## config.mk

```make
export PLATFORM = sky130hd
export DESIGN_NAME = serial_rx_unit
export DESIGN_NICKNAME = d
export VERILOG_FILES = /design/src/rtl/serial_rx_pkg.sv /design/src/rtl/rx_line_sync.sv /design/src/rtl/rx_framer.sv /design/src/rtl/rx_fifo.sv /design/src/rtl/serial_rx_unit.sv
export SDC_FILE = /design/constraint.sdc
export NUM_CORES = 1
export LEC_CHECK = 0
export ABC_AREA = 1
export BUFFER_PORTS_ARGS = -buffer_cell sky130_fd_sc_hd__buf_2
export CAP_MARGIN = 30
export CORE_MARGIN = 8
export CORE_UTILIZATION = 60
export DETAILED_ROUTE_END_ITERATION = 8
export PLACE_DENSITY = 0.77
export SYNTH_ARGS = -nofsm -noshare
export SYNTH_HDL_FRONTEND = slang
export SYNTH_SLANG_ARGS = --single-unit
```

## constraint.sdc

```tcl
create_clock -name clk -period 4.4 [get_ports clk]
set_clock_uncertainty 0.2 [all_clocks]
set_input_delay 1.32 -clock clk [delete_from_list [all_inputs] [get_ports clk]]
set_output_delay 1.32 -clock clk [all_outputs]
set_load 0.05 [all_outputs]
```

## src/rtl/serial_rx_pkg.sv

```systemverilog
package serial_rx_pkg;
  localparam int CHAR_W = 8;

  typedef struct packed {
    logic              brk;
    logic              ferr;
    logic              perr;
    logic [CHAR_W-1:0] data;
  } rx_entry_t;

  typedef enum logic [2:0] {
    S_IDLE,
    S_START,
    S_DATA,
    S_PAR,
    S_STOP,
    S_WAITHI
  } rx_state_t;
endpackage

```

## src/rtl/rx_line_sync.sv

```systemverilog
module rx_line_sync #(
  parameter int STAGES = 2
) (
  input  logic clk,
  input  logic rst,
  input  logic rx_serial,
  input  logic loop_en,
  input  logic loop_txd,
  output logic line_o
);
  logic [STAGES-1:0] sh;
  logic              src;

  assign src = loop_en ? loop_txd : rx_serial;

  always_ff @(posedge clk) begin
    if (rst) sh <= '1;
    else     sh <= {sh[STAGES-2:0], src};
  end

  assign line_o = sh[STAGES-1];
endmodule

```

## src/rtl/rx_framer.sv

```systemverilog
module rx_framer
  import serial_rx_pkg::*;
#(
  parameter int OSR = 16
) (
  input  logic      clk,
  input  logic      rst,
  input  logic      tick,
  input  logic      line,
  input  logic [1:0] cfg_len,
  input  logic      par_en,
  input  logic      par_odd,
  output logic      push_o,
  output rx_entry_t ent_o
);
  localparam int CW   = $clog2(OSR);
  localparam int HALF = OSR / 2;
  localparam int BW   = $clog2(CHAR_W);

  rx_state_t         st;
  logic [CW-1:0]     cnt;
  logic [BW-1:0]     bidx;
  logic [BW-1:0]     last_idx;
  logic [CHAR_W-1:0] sr;
  logic              pbit;
  logic              allz;
  logic              mid;

  assign last_idx = BW'(cfg_len) + BW'(CHAR_W - 4);
  assign mid      = (cnt == CW'(OSR - 1));

  always_ff @(posedge clk) begin
    push_o <= 1'b0;
    if (rst) begin
      st    <= S_IDLE;
      cnt   <= '0;
      bidx  <= '0;
      sr    <= '0;
      pbit  <= 1'b0;
      allz  <= 1'b0;
      ent_o <= '0;
    end else if (tick) begin
      case (st)
        S_IDLE: begin
          if (!line) begin
            st  <= S_START;
            cnt <= '0;
          end
        end
        S_START: begin
          if (cnt == CW'(HALF - 1)) begin
            if (line) st <= S_IDLE;
            else begin
              st   <= S_DATA;
              cnt  <= '0;
              bidx <= '0;
              sr   <= '0;
              allz <= 1'b1;
            end
          end else cnt <= cnt + 1'b1;
        end
        S_DATA: begin
          if (mid) begin
            cnt      <= '0;
            sr[bidx] <= line;
            if (line) allz <= 1'b0;
            if (bidx == last_idx) st <= par_en ? S_PAR : S_STOP;
            else bidx <= bidx + 1'b1;
          end else cnt <= cnt + 1'b1;
        end
        S_PAR: begin
          if (mid) begin
            cnt  <= '0;
            pbit <= line;
            if (line) allz <= 1'b0;
            st   <= S_STOP;
          end else cnt <= cnt + 1'b1;
        end
        S_STOP: begin
          if (mid) begin
            cnt    <= '0;
            push_o <= 1'b1;
            if (allz && !line) begin
              ent_o.brk  <= 1'b1;
              ent_o.ferr <= 1'b1;
              ent_o.perr <= 1'b0;
              ent_o.data <= '0;
              st         <= S_WAITHI;
            end else begin
              ent_o.brk  <= 1'b0;
              ent_o.ferr <= !line;
              ent_o.perr <= par_en && ((^sr ^ pbit) != par_odd);
              ent_o.data <= sr;
              st         <= S_IDLE;
            end
          end else cnt <= cnt + 1'b1;
        end
        S_WAITHI: begin
          if (line) st <= S_IDLE;
        end
        default: st <= S_IDLE;
      endcase
    end
  end


  false_start_drop_chk: assert property (@(posedge clk) disable iff (rst)
    (st == S_START && tick && cnt == CW'(HALF - 1) && line) |=> (st == S_IDLE && !push_o));


  break_entry_chk: assert property (@(posedge clk) disable iff (rst)
    (push_o && ent_o.brk) |-> (ent_o.data == '0 && ent_o.ferr && !ent_o.perr));


  no_tick_hold_chk: assert property (@(posedge clk) disable iff (rst)
    (!tick) |=> ($stable(cnt) && $stable(st)));
endmodule

```

## src/rtl/rx_fifo.sv

```systemverilog
module rx_fifo
  import serial_rx_pkg::*;
#(
  parameter int DEPTH     = 16,
  parameter int RDY_LEVEL = 4
) (
  input  logic      clk,
  input  logic      rst,
  input  logic      fifo_en,
  input  logic      push_i,
  input  rx_entry_t din,
  input  logic      pop_i,
  input  logic      stat_rd,
  output rx_entry_t head_o,
  output logic      not_empty_o,
  output logic      ready_o,
  output logic      ovr_o
);
  localparam int AW = $clog2(DEPTH);

  rx_entry_t     mem [DEPTH];
  logic [AW-1:0] wp, rp;
  logic [AW:0]   count;
  logic [AW:0]   cap;
  logic          full, empty, do_push, do_pop, mode_q, flush;

  assign cap     = fifo_en ? (AW+1)'(DEPTH) : (AW+1)'(1);
  assign full    = (count >= cap);
  assign empty   = (count == '0);
  assign flush   = (fifo_en != mode_q);
  assign do_push = push_i && !full && !flush;
  assign do_pop  = pop_i && !empty && !flush;

  always_ff @(posedge clk) begin
    if (do_push) mem[wp] <= din;
  end

  always_ff @(posedge clk) begin
    if (rst) begin
      wp     <= '0;
      rp     <= '0;
      count  <= '0;
      ovr_o  <= 1'b0;
      mode_q <= fifo_en;
    end else begin
      mode_q <= fifo_en;
      if (flush) begin
        wp    <= '0;
        rp    <= '0;
        count <= '0;
      end else begin
        if (do_push) wp <= wp + 1'b1;
        if (do_pop)  rp <= rp + 1'b1;
        count <= count + (AW+1)'(do_push) - (AW+1)'(do_pop);
      end
      if (push_i && full) ovr_o <= 1'b1;
      else if (stat_rd)   ovr_o <= 1'b0;
    end
  end

  assign head_o      = mem[rp];
  assign not_empty_o = !empty;
  assign ready_o     = fifo_en ? (count >= (AW+1)'(RDY_LEVEL)) : !empty;


  no_overflow_chk: assert property (@(posedge clk) disable iff (rst)
    count <= (AW+1)'(DEPTH));


  full_drop_chk: assert property (@(posedge clk) disable iff (rst)
    (push_i && full && !pop_i && !flush) |=> (count == $past(count)));


  ovr_set_chk: assert property (@(posedge clk) disable iff (rst)
    (push_i && full) |=> ovr_o);


  single_cap_chk: assert property (@(posedge clk) disable iff (rst)
    (!fifo_en && !mode_q) |-> (count <= (AW+1)'(1)));
endmodule

```

## src/rtl/serial_rx_unit.sv

```systemverilog
module serial_rx_unit
  import serial_rx_pkg::*;
#(
  parameter int OSR         = 16,
  parameter int DEPTH       = 16,
  parameter int RDY_LEVEL   = 4,
  parameter int SYNC_STAGES = 2
) (
  input  logic              clk,
  input  logic              rst,
  input  logic              tick16,
  input  logic              rx_serial,
  input  logic              loop_en,
  input  logic              loop_txd,
  input  logic [1:0]        cfg_len,
  input  logic              cfg_par_en,
  input  logic              cfg_par_odd,
  input  logic              fifo_en,
  input  logic              rd_en,
  input  logic              stat_rd,
  output logic [CHAR_W-1:0] rd_data,
  output logic              rd_perr,
  output logic              rd_ferr,
  output logic              rd_brk,
  output logic              data_ready,
  output logic              rx_ready,
  output logic              overrun
);
  logic      line;
  logic      push;
  rx_entry_t ent;
  rx_entry_t head;

  rx_line_sync #(.STAGES(SYNC_STAGES)) u_sync (
    .clk(clk), .rst(rst), .rx_serial(rx_serial), .loop_en(loop_en),
    .loop_txd(loop_txd), .line_o(line)
  );

  rx_framer #(.OSR(OSR)) u_framer (
    .clk(clk), .rst(rst), .tick(tick16), .line(line), .cfg_len(cfg_len),
    .par_en(cfg_par_en), .par_odd(cfg_par_odd), .push_o(push), .ent_o(ent)
  );

  rx_fifo #(.DEPTH(DEPTH), .RDY_LEVEL(RDY_LEVEL)) u_fifo (
    .clk(clk), .rst(rst), .fifo_en(fifo_en), .push_i(push), .din(ent),
    .pop_i(rd_en), .stat_rd(stat_rd), .head_o(head), .not_empty_o(data_ready),
    .ready_o(rx_ready), .ovr_o(overrun)
  );

  assign rd_data = head.data;
  assign rd_perr = head.perr;
  assign rd_ferr = head.ferr;
  assign rd_brk  = head.brk;


  ready_source_chk: assert property (@(posedge clk) disable iff (rst)
    $rose(data_ready) |-> $past(push));
endmodule

```

==> results_dict.tcl <==
set metrics [dict create \
    status "complete, no violations" \
    drt_first_pass_iters 4 \
    final_layout_size_suffix_gt1_share_pct 9.77 \
    synthXorXnorAreaFrac_pct 0.968 \
    yosys.area_share.simple_pct 16.4 \
    setup_tns_ns 0 \
    cap_violations 0 \
    worst_slew_pin_slew_ns 0.809 \
    seq_power_share_pct 50.8 \
    cts_made_buffers 23 \
    fp.dieH_um 145 \
    diodes 0 \
    grt_pass1_wl_mm 32.6 \
    place_area_mm2 0.0103 \
    placed_cells 1205 \
    drt_iter0_drc 544 \
    timing.hold.ws_ns 0.214 \
    post-route-drc-count 0 \
    antenna_found_initial 0 \
    cts_resized 0 \
    wirelength_mm 20.2 \
    via_per_inst 5.55 \
    path_max_fanout 88 \
    worstSetupStartpointType "flip-flop" \
    fin_crit_ns 4.03 \
    die_x_um 145 \
    critPathCaptureType "primary output" \
    synth.ff_latch_count 229 \
    p_comb_share_pct 10.4 \
    portBuffers 26 \
    synthMuxAreaShare_pct 0 \
    setup_viol 0 \
    synth-compound-area-share_pct 11.8 \
    routedWlPerCell_um 16.3 \
    switching_share_pct 24.4 \
    ys.flop_type "edfxtp_1" \
    p_switching_mw 1.14 \
    cp.required_ns 2.88 \
    rows 47 \
    arrival_ns 2.51 \
    core_area_mm2 0.0164 \
    drtAntennaViolNets 0 \
    power.density_mw_per_mm2 421 \
    syn_area_mm2 0.00995 \
    synth_top_family_by_area "simple AND/OR/NAND/NOR gates" \
    hpwlAfterDp_mm 12.3 \
    worstSkewPairLatency_ns 0.50 \
    slowest_stage "buf_4" \
    critPathKind "flip-flop to primary output" \
    cts_setup_buffers 0 \
    grt_pass1_vias 6494 \
    cts_tree "built" \
    synth-edff-count 176 \
    slew-limit-headroom_pct 46.1 \
    route.vias.total 6900 \
    path_clk_slew_ns 0.06 \
    htree_num_levels 1 \
    path_delay_family "buffers and inverters" \
    place_ws_ns 0.540 \
    hold_class "flip-flop to flip-flop" \
    final_cell_area_mm2 0.0111 \
    start_util_pct 60.6 \
    report.final.hold_viol_count 0 \
    clkPwrFrac_pct 38.8 \
    synthArstFlopShare_pct 0 \
    max-clock-path-buffers 3 \
    cts_sinks 229 \
    critPathBufInv 2 \
    root_buffer "clkbuf_16" \
    finalCritPeriodShare_pct 91.5 \
    grt-ovfl-total 0 \
    vdd_drop_max_mv 0.342 \
    synth.distinct_cells 30 \
    crit_chain "buf_4 -> o21ai_0 -> o211ai_1 -> nand3_1 -> nand2_1 -> buf_2" \
    stdcell_count 1244 \
    synthAdderAreaFrac_pct 2.47 \
    totalPowerFinal_mw 4.65 \
    synth_area_per_cell_um2 10.1 \
    synthToLayoutAreaGrowth_pct 11.1 \
    fin_util_pct 67.4 \
    mappedNetlistNets 1013 \
    slowest_delay_ns 0.59 \
    rsz0062_at_grt "false" \
    final_max_slew_viol_count 0 \
    leakage_nw 3.76 \
    grt_max_degree 89 \
    fmax_ghz 0.248 \
    place.gp.congestion 0.846 \
    hold_buffers 0 \
    nets 1042 \
    ys_warn_count 0 \
    grt_use_total_pct 19.8 \
    ys_seq_area_share_pct 63.8 \
    p_int_mw 3.52 \
    ios 27 \
    layout_setup_ws_ns 0.373 \
    syn_inst 981 \
    die_area_mm2 0.0210 \
]
-- layer usage --
| metal | vias to the layer above | track usage [%] | wire length, um |
|---|---|---|---|
| met5 | - | 0 | 0 |
| met4 | 0 | 5.09 | 293 |
| met3 | 23 | 2.43 | 1050 |
| met2 | 193 | 34.3 | 9920 |
| met1 | 3248 | 26.0 | 8950 |
| li1 | 3436 | - | - |
-- cell type report --
class                      count  area, um2
clock buffer                  27        601
clock inverter                12        100
fill                        1237       5360
inverter                      65        244
multi-input combinational    641       3150
sequential                   229       6350
tap                          220        275
timing repair buffer          50        335
-- power by group through the flow --
stage / combinational (mW) / clock (mW) / sequential [mW]
after global routing: 0.558 / 1.91 / 2.37
after floorplan: 0.415 / 0 / 2.39
final: 0.483 / 1.81 / 2.36
after detailed placement: 0.483 / 0 / 2.41
after global placement: 0.476 / 0 / 2.41
after CTS: 0.484 / 1.83 / 2.36
-- sequential cells by signal, summed over array words and instances, names as in the netlist, 2 cells and up, named ones only --
| name | cells |
|---|---|
| u_fifo.count | 5 |
| u_fifo.rp | 4 |
| u_sync.sh | 2 |
| u_framer.ent_o | 11 |
| u_framer.st | 3 |
| u_fifo.mem | 176 |
| u_fifo.wp | 4 |
| u_framer.bidx | 3 |
| u_framer.cnt | 4 |
| u_framer.sr | 8 |
-- layout by cell type (no fill, tap or decap) --
cell / n
a211oi_1: 1
a21oi_1: 41
a31oi_1: 1
buf_12: 2
buf_2: 26
buf_4: 22
bufinv_16: 1
clkbuf_1: 3
clkbuf_16: 23
clkbuf_8: 1
clkinv_1: 5
clkinv_2: 1
clkinv_4: 4
dfxtp_1: 51
dfxtp_2: 2
edfxtp_1: 176
fa_1: 1
ha_1: 18
inv_1: 61
inv_2: 3
inv_4: 1
inv_6: 1
nand2_1: 137
nand2_2: 3
nand3_1: 53
nand4_1: 3
nor2_1: 187
nor2_2: 2
nor3_1: 7
nor3_4: 1
nor3b_1: 1
o211ai_1: 45
o21ai_0: 120
o22ai_1: 1
o31ai_1: 1
or2_2: 7
xnor2_1: 4
xor2_1: 7
-- worst reg2reg max path, cell delays in order (launching register included) --
cell and delay, ns:
dfxtp_1 0.33, inv_1 0.10, ha_1 0.23, nand3_1 0.11
nand2_1 0.07, nor2_1 0.30, ha_1 0.30, inv_1 0.06
ha_1 0.16, inv_1 0.06, fa_1 0.40, nor2_1 0.15
nor2_1 0.06, nor2_1 0.08, nor2_1 0.05, o21ai_0 0.18
a21oi_1 0.05
-- synth_stat cells (13+ instances only) --
| library cell | instances | share of area [%] |
|---|---|---|
| buf_2 | 13 | 0.65 |
| o211ai_1 | 45 | 3.4 |
| edfxtp_1 | 176 | 53 |
| dfxtp_1 | 53 | 11 |
| clkbuf_1 | 29 | 1.1 |
| nor2_1 | 187 | 7.1 |
| ha_1 | 18 | 2.3 |
| a21oi_1 | 41 | 2.1 |
| nand2_1 | 137 | 5.2 |
| nand3_1 | 53 | 2.7 |
| o21ai_0 | 120 | 6.0 |
| inv_1 | 61 | 2.3 |
-- cell families (layout without fill, tap and decap cells) --
kind of cell             count (synthesis)  count (layout)
AO/OA/AOI/OAI                          210             210
XOR/XNOR                                11              11
buffers and inverters                  111             154
AND/OR/NAND/NOR                        401             401
adder cells (fa/ha/maj)                 19              19
flip-flops                             229             229
-- final timing paths --
path / start / end / slack, ns / cells after the start
worst min-delay path: u_sync.sh[0] / u_sync.sh[1] / 0.21 / 1
worst max-delay path: flip-flop / rd_data[5] / 0.37 / 6
worst max register to register: u_fifo.count[2] / u_fifo.count[4] / 1.42 / 16
worst min register to register: u_sync.sh[0] / u_sync.sh[1] / 0.21 / 1
(Power assumes the default switching activity.)
